`src/rtl/cnode_pkg.sv`:
```
package cnode_pkg;

  localparam int unsigned CNODE_MAX_W = 32;

  typedef logic [CNODE_MAX_W-1:0] wide_t;

  typedef struct packed {
    logic sclk;
    logic csn;
    logic sdi;
  } pins_t;

  localparam pins_t PINS_IDLE = '{sclk: 1'b0, csn: 1'b1, sdi: 1'b0};

  // Move one bit into the bottom of a w-bit register; the top bit falls off.
  function automatic wide_t shift_in(wide_t cur, logic b, int unsigned w);
    wide_t mask;
    mask = (w >= CNODE_MAX_W) ? '1 : ((wide_t'(1) << w) - wide_t'(1));
    return ((cur << 1) | wide_t'(b)) & mask;
  endfunction

  // The bit that leaves the register next: the top of a w-bit value.
  function automatic logic top_bit(wide_t cur, int unsigned w);
    return cur[w-1];
  endfunction

endpackage

```
`src/rtl/cnode_sync.sv`:
```
module cnode_sync
  import cnode_pkg::*;
#(
  parameter int unsigned STAGES = 2
) (
  input  logic  clk,
  input  logic  rst_n,
  input  pins_t raw_i,
  output logic  csn_s_o,
  output logic  sdi_s_o,
  output logic  sclk_rise_o,
  output logic  sclk_fall_o,
  output logic  cs_fall_o,
  output logic  cs_rise_o
);

  localparam int unsigned LAST = STAGES - 1;

  pins_t stage_q [STAGES];
  pins_t prev_q;

  always_ff @(posedge clk or negedge rst_n) begin
    if (!rst_n) begin
      for (int k = 0; k < STAGES; k++) stage_q[k] <= PINS_IDLE;
      prev_q <= PINS_IDLE;
    end else begin
      stage_q[0] <= raw_i;
      for (int k = 1; k < STAGES; k++) stage_q[k] <= stage_q[k-1];
      prev_q <= stage_q[LAST];
    end
  end

  assign csn_s_o     = stage_q[LAST].csn;
  assign sdi_s_o     = stage_q[LAST].sdi;
  assign sclk_rise_o =  stage_q[LAST].sclk & ~prev_q.sclk;
  assign sclk_fall_o = ~stage_q[LAST].sclk &  prev_q.sclk;
  assign cs_fall_o   = ~stage_q[LAST].csn  &  prev_q.csn;
  assign cs_rise_o   =  stage_q[LAST].csn  & ~prev_q.csn;

endmodule

```
`src/rtl/cnode_shifter.sv`:
```
module cnode_shifter
  import cnode_pkg::*;
#(
  parameter int unsigned DATA_W = 8
) (
  input  logic              clk,
  input  logic              rst_n,
  input  logic              csn_s_i,
  input  logic              sdi_s_i,
  input  logic              sclk_rise_i,
  input  logic              sclk_fall_i,
  input  logic              cs_fall_i,
  input  logic              cs_rise_i,
  input  logic [DATA_W-1:0] resp_i,
  output logic              sdo_o,
  output logic [DATA_W-1:0] rx_data_o,
  output logic              rx_valid_o
);

  logic [DATA_W-1:0] sh_q;
  logic              sdo_q;
  logic [DATA_W-1:0] rx_q;
  logic              vld_q;

  wide_t             shifted_w;
  logic [DATA_W-1:0] sh_next;
  logic              out_next;

  always_comb begin
    shifted_w = shift_in(wide_t'(sh_q), sdi_s_i, DATA_W);
    sh_next   = shifted_w[DATA_W-1:0];
    out_next  = top_bit(wide_t'(sh_q), DATA_W);
  end

  always_ff @(posedge clk or negedge rst_n) begin
    if (!rst_n) begin
      sh_q  <= '0;
      sdo_q <= 1'b0;
    end else if (cs_fall_i) begin
      sh_q  <= resp_i;
      sdo_q <= top_bit(wide_t'(resp_i), DATA_W);
    end else if (!csn_s_i) begin
      if (sclk_rise_i) sh_q  <= sh_next;
      if (sclk_fall_i) sdo_q <= out_next;
    end
  end

  always_ff @(posedge clk or negedge rst_n) begin
    if (!rst_n) begin
      rx_q  <= '0;
      vld_q <= 1'b0;
    end else begin
      vld_q <= cs_rise_i;
      if (cs_rise_i) rx_q <= sh_q;
    end
  end

  assign sdo_o      = sdo_q;
  assign rx_data_o  = rx_q;
  assign rx_valid_o = vld_q;

endmodule

```
`src/rtl/chain_spi_node.sv`:
```
module chain_spi_node
  import cnode_pkg::*;
#(
  parameter int unsigned DATA_W      = 8,
  parameter int unsigned SYNC_STAGES = 2
) (
  input  logic              clk,
  input  logic              rst_n,
  input  logic              sclk_i,
  input  logic              csn_i,
  input  logic              sdi_i,
  output logic              sdo_o,
  input  logic [DATA_W-1:0] resp_i,
  output logic [DATA_W-1:0] rx_data_o,
  output logic              rx_valid_o
);

  pins_t raw_w;
  logic  csn_s_w;
  logic  sdi_s_w;
  logic  sclk_rise_w;
  logic  sclk_fall_w;
  logic  cs_fall_w;
  logic  cs_rise_w;

  assign raw_w = '{sclk: sclk_i, csn: csn_i, sdi: sdi_i};

  cnode_sync #(.STAGES(SYNC_STAGES)) sync_i (
    .clk         (clk),
    .rst_n       (rst_n),
    .raw_i       (raw_w),
    .csn_s_o     (csn_s_w),
    .sdi_s_o     (sdi_s_w),
    .sclk_rise_o (sclk_rise_w),
    .sclk_fall_o (sclk_fall_w),
    .cs_fall_o   (cs_fall_w),
    .cs_rise_o   (cs_rise_w)
  );

  cnode_shifter #(.DATA_W(DATA_W)) shift_i (
    .clk         (clk),
    .rst_n       (rst_n),
    .csn_s_i     (csn_s_w),
    .sdi_s_i     (sdi_s_w),
    .sclk_rise_i (sclk_rise_w),
    .sclk_fall_i (sclk_fall_w),
    .cs_fall_i   (cs_fall_w),
    .cs_rise_i   (cs_rise_w),
    .resp_i      (resp_i),
    .sdo_o       (sdo_o),
    .rx_data_o   (rx_data_o),
    .rx_valid_o  (rx_valid_o)
  );

endmodule

```
`config.mk`:
```
export PLATFORM = sky130hd
export DESIGN_NAME = chain_spi_node
export DESIGN_NICKNAME = d
export VERILOG_FILES = /design/src/rtl/cnode_pkg.sv /design/src/rtl/cnode_sync.sv /design/src/rtl/cnode_shifter.sv /design/src/rtl/chain_spi_node.sv
export SDC_FILE = /design/constraint.sdc
export NUM_CORES = 1
export LEC_CHECK = 0
export ABC_AREA = 1
export ABC_CLOCK_PERIOD_IN_PS = 1300
export BUFFER_PORTS_ARGS = -buffer_cell sky130_fd_sc_hd__clkbuf_2
export CORE_MARGIN = 3
export CORE_UTILIZATION = 40
export CTS_CLUSTER_SIZE = 24
export DETAILED_ROUTE_END_ITERATION = 7
export PLACE_DENSITY_LB_ADDON = 0.3
export SYNTH_ARGS = -nofsm -noshare
export SYNTH_HDL_FRONTEND = slang
export SYNTH_SLANG_ARGS = --single-unit
```
`constraint.sdc`:
```
create_clock -name clk -period 1.3 [get_ports clk]
set_input_delay 0.13 -clock clk [delete_from_list [all_inputs] [get_ports clk]]
set_output_delay 0.13 -clock clk [all_outputs]
set_load 0.02 [all_outputs]
```
# Word-level counts from Yosys, hierarchy flattened

Index checks and enable logic that the tools add are counted.

Memory bits (writable): 0
Latch bits: 0
Memories: 0
Logic and storage cells: 32
Memory bits (read-only): 0
Register bits: 26

Shift operators: 0
Multiplexer cells: 6
Multipliers: 0
Bitwise logic cells: 9
Equal/unequal tests: 1
Divide/modulo/power cells: 0
Reductions and logical operators: 4
$add $sub $neg: 0
Order comparisons: 0

Operators with widths:

| cell               | number |
|---|---|
| $mux 8             | 3 |
| $or 8x1->8         | 1 |
| $and 1x1->1        | 4 |
| $not 1->1          | 4 |
| $reduce_and 2->1   | 2 |
| $reduce_bool 2->1  | 2 |
| $mux 1             | 3 |
| $ne 2x2->1 const B | 1 |

# Logic depth before layout (Yosys ltp)

Gate-level depths: netlist of run 1.

Depth after elaboration: 5
Mapped depth: 7
Mapped depth without buffers: 6

# Modules after synthesis

From an unflattened synthesis of run 1, not the netlist that was laid out.

Cells, all modules: 122
Area total of the unflattened synthesis: 1069.8 µm²

By module, submodules not included:

| module        | sequential area each (µm²) | instances | cells an instance | area each (µm²) |
|---|---|---|---|---|
| cnode_shifter | 450.4                      | 1         | 106               | 835.8 |
| cnode_sync    | 203.9                      | 1         | 16                | 234.0 |

# Worst setup path before layout of run 1

No wires, ideal clock.

Path kind: register to register
Start point: register sync_i.stage_q (netlist bit sync_i.csn_s_o)
End point: register shift_i.rx_q[7], in the netlist shift_i.rx_data_o[7]
Slack: 0.136 ns
Data arrival time: 1.046 ns
Period minus slack after synthesis: 1.164 ns
Stages on the path, launching flop included: 6
Cells stage by stage: dfstp_2 inv_2 or2_1 buf_6 nand2_1 o21ai_2

Word-level cells in the longest chain between the ends: 1

Ends and longest elaborated chain:

| what                 | RTL line            | RTL |
|---|---|---|
| from (decl)          | cnode_sync.sv:19    | `pins_t stage_q [STAGES];` |
| $and 1x1->1          | cnode_sync.sv:38    | `assign cs_rise_o = stage_q[LAST].csn & ~prev_q.csn;` |
| to (signal assigned) | cnode_shifter.sv:54 | `if (cs_rise_i) rx_q <= sh_q;` |
| to (decl)            | cnode_shifter.sv:22 | `logic [DATA_W-1:0] rx_q;` |

No other way between the ends.
A chain may end at the register's enable or synchronous reset.

# Worst setup path in the final report of run 1

Start point: register sync_i.stage_q (netlist bit sync_i.csn_s_o)
End point: register shift_i.sh_q[5]

Word-level cells in the longest chain between the ends: 4

Ends and longest elaborated chain:

| what                                                      | RTL line            | RTL |
|---|---|---|
| $not 1->1                                                 | cnode_sync.sv:37    | `assign cs_fall_o = ~stage_q[LAST].csn & prev_q.csn;` |
| $and 1x1->1                                               | cnode_sync.sv:37    |  |
| $ne 2x2->1 (no line) or $reduce_bool 2->1 (tied branches) | -                   |  |
| $reduce_and 2->1 (no line)                                | -                   |  |
| to (signal assigned)                                      | cnode_shifter.sv:40 | `sh_q <= resp_i;` |
| to (signal assigned)                                      | cnode_shifter.sv:43 | `if (sclk_rise_i) sh_q <= sh_next;` |
| to (decl)                                                 | cnode_shifter.sv:20 | `logic [DATA_W-1:0] sh_q;` |

Parallel ways exist; a longest one is shown, timed or not.

==> reports/metrics.cfg, run 1 <==
[floorplan]
coreArea_mm2=0.002522
rows=18
die_area_mm2=0.003345
die_x_um=57.84
num_io_pins=23
die_h_um=57.84
start_util_pct=42.61

[sta]
finClkSkew_ns=0.001482
finalCriticalPeriod_ns=1.212
clock.fmax_mhz=825.4
timing.final.hold_violations=0
finalCritPeriodShare_pct=93.20
grt_setup_unrepaired=false
setup_viol_count_final=0
slew_headroom_pct=58.15
drv_slew=0
fin_setup_tns_ns=0
worst_pin_slew_ns=0.6277
fin_ws_ns=0.08843

[route]
drt_iter0_drc=17
routed_wl_um=2073
wire_per_inst_um=11.45
drc_errors=0
drt_pass1_iterations=4
vias=866
via_per_inst=4.785
ant_nets=0

[pwr]
share_comb_of_total_power_pct=22.0
p_int_mw=1.257
ir_worst_vdd_uv=843.7
pwr-share-seq_pct=55.8
leakagePower_nw=0.7473
totalPowerFinal_mw=1.801
power_density_mw_per_mm2=1334
clockPowerShare_pct=22.2
swShare_pct=30.19
p_sw_mw=0.5439

[clock_tree]
cts-root-buf=clkbuf_4
insertion_delay_ns=0.31
cts_sinks=26
cts.clk_slew.worst_paths_ns=0.13
numCtsBuffers=3
cts_tree=done
htreeDepth=1
cts.path.max_buffers=2

[finish]
fin_nets=165
antenna_cells=0
syn_to_final_growth_pct=25.61
multi_input_area_um2=359.1
final_layout_size_suffix_gt1_share_pct=29.14
fillers=233
regArea_um2=654.4

[critical_path]
crit_required_ns=1.56
start_kind=flop
cp-end-kind=flop
rrSetupSlack_ns=0.09
path_class=reg2reg
path_max_fanout=8
worstPathArrival_ns=1.48

[place]
place_ws_ns=0.001704
hpwl_um=1519
gp_routability_congestion=0.7828
place.port_buffers=22

[min_path]
hp-class=in2reg

[grt]
grt_pass1_vias=926
antenna_found_initial=0
grt-ovfl-total=0
grt_max_degree=27
track_usage_pct=14.61
grt_pass1_wl_um=3843

[yosys]
syn-num-nets=130
syn_inst=117
netlist_area_mm2=0.001075
seq_area_frac_synth_pct=60.88
synthDistinctLibCells=15
ys_seq_elements=26
postSynthAreaPerCell_um2=9.186
ys_warn_count=0

[job]
drv_cap=0

[outcome]
status=finished, final reports clean

## metal layers
layer	routed length (um)	track usage [%]	up-vias
met3	90	4.009	4
met1	1022	18.38	398
li1	-	-	437
met2	931	24.68	27
met4	29	3.974	0
met5	0	0	-
## Yosys cell counts
cell / instances / share of area [%]
nor2_1: 2 / 0.70
dfstp_2: 3 / 7.3
nand2_4: 1 / 1.0
a21oi_1: 1 / 0.47
nand2_2: 1 / 0.58
inv_2: 1 / 0.35
o21ai_2: 1 / 0.82
buf_2: 1 / 0.47
nand2_1: 57 / 20
dfrtp_1: 23 / 54
clkinv_8: 1 / 1.5
inv_1: 2 / 0.70
nand3_1: 19 / 8.8
or2_1: 1 / 0.58
buf_6: 3 / 3.1
## through the flow
step	hold WS [ns]	instances	instance area (um^2)	util (%)
6_report	0.09897	181	1350	53.52
5_1_grt	0.1019	181	1350	53.52
4_1_cts	0.09026	181	1348	53.42
3_5_place_dp	0.1757	173	1269	50.30
3_3_place_gp	0.1770	173	1269	50.30
2_1_floorplan	-0.1656	117	1075	-
## registers in the layout, indices dropped and copies added, names as in the netlist
signal / cells
shift_i.rx_data_o: 8
shift_i.rx_valid_o: 1
sync_i.csn_s_o: 1
sync_i.stage_q: 4
shift_i.sdo_o: 1
sync_i.prev_q: 2
shift_i.sh_q: 8
sync_i.sdi_s_o: 1
## final cells by class
type	count	area share (%)
Sequential cell	26	48.47
Multi-Input combinational cell	83	26.60
Timing Repair Buffer	34	17.42
Tap cell	30	2.780
Clock buffer	4	2.688
Inverter	4	2.039
## logic make-up (layout without fill, tap and decap cells)
family          count (synthesis)  count (layout)  synth area share (%)
compound gates                  2               2                 1.280
simple gates                   81              81                 31.67
buf+inv                         8              42                 6.170
flops                          26              26                 60.88
## worst max-delay path, stage by stage, from the launching register on
cell and delay (ns):
dfstp_2 0.56, inv_2 0.06, buf_4 0.15, nand2_2 0.07
buf_4 0.15, nand3_1 0.09, nand2_1 0.08
## layout by cell type (no fill, tap or decap), drive strengths merged, types with 2 or more instances in the layout
cell type and count:
nand2 59, clkbuf 26, dfrtp 23, nand3 19, buf 8, dlygate4sd3 4, dfstp 3, inv 3
nor2 2
## power by group through the flow
stage / clock, mW / combinational, mW / sequential [mW]
6_report: 0.400 / 0.396 / 1.01
3_3_place_gp: 0 / 0.381 / 1.02
5_1_grt: 0.448 / 0.454 / 1.02
3_5_place_dp: 0 / 0.388 / 1.02
4_1_cts: 0.412 / 0.400 / 1.01
2_1_floorplan: 0 / 0.178 / 1.07
## repair_timing
action,CTS,global route
resized for setup,1,1
endpoints found under the setup margin,8,8
hold buffers,4,0
hold endpoints to repair,26,0
buffers inserted,0,0
## worst paths after layout
path	from	to	cells past startpoint
min in group asynchronous	rst_n	shift_i.rx_data_o[7]	2
worst max register to register	sync_i.csn_s_o	shift_i.sh_q[5]	6
max in group asynchronous	rst_n	shift_i.rx_data_o[4]	2
worst min register to register	sync_i.stage_q[4]	sync_i.csn_s_o	0
worst max-delay path	sync_i.csn_s_o	shift_i.sh_q[5]	6
worst min-delay path	resp_i[7]	shift_i.sdo_o	3
(Power assumes the default switching activity.)
==> inputs of run 2 (changes only) <==
--- a/config.mk
+++ b/config.mk
@@ -9,7 +9,7 @@
 export ABC_CLOCK_PERIOD_IN_PS = 1300
 export BUFFER_PORTS_ARGS = -buffer_cell sky130_fd_sc_hd__clkbuf_2
 export CORE_MARGIN = 3
-export CORE_UTILIZATION = 40
+export CORE_UTILIZATION = 45
 export CTS_CLUSTER_SIZE = 24
 export DETAILED_ROUTE_END_ITERATION = 7
 export PLACE_DENSITY_LB_ADDON = 0.3
==> reports/metrics.cfg, run 2 (synthesis gave the netlist of run 1 again) <==
[critical_path]
worstReg2RegEnd=shift_i.sh_q[6]
worstPathArrival_ns=1.43
crit_end=shift_i.sh_q[6]
cp-end-kind=flop
r2r_cells=6
regToRegStartpoint=sync_i.csn_s_o
crit_required_ns=1.52
path_max_fanout=9
path_class=reg2reg
startpoint=sync_i.csn_s_o
start_kind=flop
rrSetupSlack_ns=0.09

[sta]
worst_pin_slew_ns=0.6232
timing.final.hold_violations=0
grt_setup_unrepaired=false
fin_setup_tns_ns=0
slew_headroom_pct=58.45
finalCritPeriodShare_pct=93.12
hold-worst-slack_ns=0.1088
fin_ws_ns=0.08948
finalCriticalPeriod_ns=1.211
setup_viol_count_final=0
clock.fmax_mhz=826.1
drv_slew=0
finClkSkew_ns=0.009087

[place]
place_ws_ns=-0.004435
hpwl_um=1514
dpl.cell_count=170
dpl-instance-area_mm2=0.001246
place.port_buffers=22
gp_routability_congestion=0.7851

[clock_tree]
cts.clk_slew.worst_paths_ns=0.13
cts_tree=done
cts.path.max_buffers=2
htreeDepth=1
cts-root-buf=clkbuf_4
numCtsBuffers=3
insertion_delay_ns=0.32
post_cts_buffers=0
cts_sinks=26

[finish]
final_cells=178
postLayoutCoreUtil_pct=59.61
syn_to_final_growth_pct=23.87
final_layout_size_suffix_gt1_share_pct=28.67
final_cell_mix=56 x nand2_1, 23 x dfrtp_1, 22 x clkbuf_2
fin_area_mm2=0.001331
final_common_cell=nand2_1
antenna_cells=0
fin_nets=164

[floorplan]
die_area_mm2=0.003011
num_io_pins=23
die_h_um=54.87
rows=17
die_x_um=54.87
start_util_pct=48.12
coreArea_mm2=0.002233

[grt]
antenna_found_initial=0
grt_pass1_wl_um=3353
track_usage_pct=16.02
grt_pass1_vias=769
grt-ovfl-total=0
grt_max_degree=27

[route]
drc_errors=0
vias=851
wire_per_inst_um=11.25
via_per_inst=4.781
drt_iter0_drc=24
drt_pass1_iterations=4
routed_wl_um=2003
ant_nets=0

[job]
drv_cap=0

[pwr]
ir_worst_vdd_uv=901.4
leakagePower_nw=0.7386
power_density_mw_per_mm2=1347
totalPowerFinal_mw=1.794

[outcome]
status=finished, final reports clean

[min_path]
hp-class=in2reg

==> run 2: cell count changes in the layout (fill, tap and decap cells not counted) <==
cell    previous run  this run
buf_12             2         1
buf_4              6         5
buf_6              0         1
==> run 2: worst max-delay path: stages, from the launching register on <==
cell and delay (ns):
dfstp_2 0.56, inv_2 0.06, buf_4 0.17, nand2_2 0.09
nand2_2 0.11, nand2_1 0.08, nand2_1 0.05
==> run 2: how the worst min path moves through the flow <==
stage	startpoint	endpoint	slack (ns)	cells after the start
after detailed placement	rst_n	shift_i.rx_data_o[6]	0.18	1
final	resp_i[7]	shift_i.sdo_o	0.11	3
after global placement	rst_n	shift_i.rx_data_o[6]	0.18	1
after global routing	resp_i[7]	shift_i.sdo_o	0.12	3
after CTS	resp_i[7]	shift_i.sdo_o	0.10	3
after floorplan	rst_n	shift_i.rx_data_o[0]	-0.17	0
==> run 2: area by class of cell <==
cell class	count	area [um^2]
inverter	4	27.53
tap	28	35.03
fill	215	902.1
multi-input combinational	83	359.1
clock buffer	4	36.28
sequential	26	654.4
timing repair buffer	33	219.0
==> run 2: layer usage <==
metal	global-route usage, %	vias up	routed length [um]
met3	3.542	5	145
li1	-	432	-
met2	23.43	34	899
met1	22.32	380	918
met5	0	-	0
met4	7.469	0	39
==> run 2: timing repair <==
action                                  CTS  global route
hold buffers                              4             0
resized for setup                         1             2
endpoints found under the setup margin    2             8
endpoints found under the hold margin    26             0
==> run 2: power breakdown <==
group / internal [mW] / switching (mW)
sequential: 0.928 / 0.0770
combinational: 0.153 / 0.235
clock: 0.171 / 0.229
total: 1.25 / 0.541
==> inputs of run 3 (changes only) <==
--- a/config.mk
+++ b/config.mk
@@ -8,8 +8,7 @@
 export ABC_AREA = 1
 export ABC_CLOCK_PERIOD_IN_PS = 1300
 export BUFFER_PORTS_ARGS = -buffer_cell sky130_fd_sc_hd__clkbuf_2
-export CORE_MARGIN = 3
-export CORE_UTILIZATION = 45
+export CORE_UTILIZATION = 47
 export CTS_CLUSTER_SIZE = 24
 export DETAILED_ROUTE_END_ITERATION = 7
 export PLACE_DENSITY_LB_ADDON = 0.3
==> reports/metrics.cfg, run 3 (synthesis gave the netlist of run 1 again) <==
[finish]
final_common_cell=nand2_1
final_cell_mix=56 x nand2_1, 23 x dfrtp_1, 22 x clkbuf_2
final_layout_size_suffix_gt1_share_pct=28.00
syn_to_final_growth_pct=23.75
fin_area_mm2=0.001330
fin_nets=164
antenna_cells=0
fillers=178
postLayoutCoreUtil_pct=64.50

[route]
vias=873
wire_per_inst_um=11.32
drt_pass1_iterations=4
routed_wl_um=2003
drc_errors=0
drt_iter0_drc=36
ant_nets=0
via_per_inst=4.932

[place]
hpwl_um=1437
dpl-instance-area_mm2=0.001245
gp_routability_congestion=0.7646
place.port_buffers=22

[critical_path]
rrSetupSlack_ns=0.09
start_kind=flop
worstReg2RegEnd=shift_i.sh_q[6]
startpoint=sync_i.prev_q[1]
cp-end-kind=flop
path_class=reg2reg
path_max_fanout=6
crit_required_ns=1.52
r2r_cells=7
regToRegStartpoint=sync_i.prev_q[1]
worstPathArrival_ns=1.43

[clock_tree]
cts_tree=done
post_cts_buffers=0
cts.clk_slew.worst_paths_ns=0.13
cts.path.max_buffers=2
insertion_delay_ns=0.31
htreeDepth=1
numCtsBuffers=3
cts-root-buf=clkbuf_4
cts_sinks=26

[grt]
grt_pass1_vias=823
grt_pass1_wl_um=3381
track_usage_pct=18.03
antenna_found_initial=0
grt-ovfl-total=0
grt_max_degree=27

[floorplan]
coreArea_mm2=0.002062
die_area_mm2=0.002482
num_io_pins=23
rows=16
start_util_pct=52.12
die_x_um=49.82
die_h_um=49.82

[sta]
grt_setup_unrepaired=false
setup_viol_count_final=0
finClkSkew_ns=0.002136
timing.final.hold_violations=0
finalCritPeriodShare_pct=93.23
hold-worst-slack_ns=0.1205
worst_pin_slew_ns=0.6302
drv_slew=0
slew_headroom_pct=57.99
finalCriticalPeriod_ns=1.212
clock.fmax_mhz=825.1

[pwr]
leakagePower_nw=0.7405
power_density_mw_per_mm2=1311
ir_worst_vdd_uv=1019

[min_path]
whs_path_depth=3
min_to=shift_i.sdo_o
hp-class=in2reg
hold_start=resp_i[7]

[job]
drv_cap=0

[outcome]
status=finished, final reports clean

## run 3: cell count changes in the layout (fill, tap and decap cells not counted)
| cell | delta |
|---|---|
| clkbuf_8 | -1 |
| clkbuf_1 | +1 |
| nand2_2 | -2 |
| nand2_4 | +2 |
## run 3: per-stage QoR
stage,std cells,setup WS (ns),power [mW],TNS [ns]
3_3_place_gp,169,-0.003146,1.386,-0.003146
2_1_floorplan,117,0.1360,1.252,0
5_1_grt,177,0.01479,1.839,0
6_report,177,0.08805,1.743,0
4_1_cts,177,0.06212,1.747,0
3_5_place_dp,169,-0.02168,1.396,-0.07760
## run 3: metal layers
layer	part of all wire (%)	vias up	track usage (%)
li1	-	434	-
met1	48	412	23.08
met2	48	27	29.95
met3	4.2	0	3.704
met4	0	0	6.667
met5	0	-	0
## run 3: what timing repair did
item / 4_1_cts / 5_1_grt
setup endpoints to repair: 14 / 2
resized for setup: 3 / 3
hold endpoints to repair: 26 / 0
hold buffers: 4 / 0
## run 3: report_power, final
part           internal (mW)  switching, mW
sequential             0.928         0.0729
combinational          0.155          0.240
clock                  0.120          0.228
## run 3: worst max path at each step
stage | to | slack [ns] | depth (start not counted)
6_report | shift_i.sh_q[6] | 0.09 | 7
5_1_grt | shift_i.sh_q[6] | 0.01 | 6
4_1_cts | shift_i.sh_q[6] | 0.06 | 6
3_5_place_dp | shift_i.rx_data_o[7] | -0.02 | 4
3_3_place_gp | shift_i.rx_data_o[7] | -0.003 | 4
2_1_floorplan | shift_i.rx_data_o[7] | 0.14 | 5
## run 3: layout make-up
class | count | area, um^2 | area share, %
clock buffer | 4 | 26.28 | 1.976
inverter | 4 | 27.53 | 2.070
multi-input combinational | 83 | 369.1 | 27.75
sequential | 26 | 654.4 | 49.20
tap | 27 | 33.78 | 2.540
timing repair buffer | 33 | 219.0 | 16.46
## run 3: worst max-delay path: stages (launching register included)
cell,delay [ns]
dfstp_2,0.55
buf_4,0.12
nand2_4,0.08
buf_4,0.15
nand2_1,0.05
nand2_1,0.05
nand2_1,0.06
nand2_1,0.05
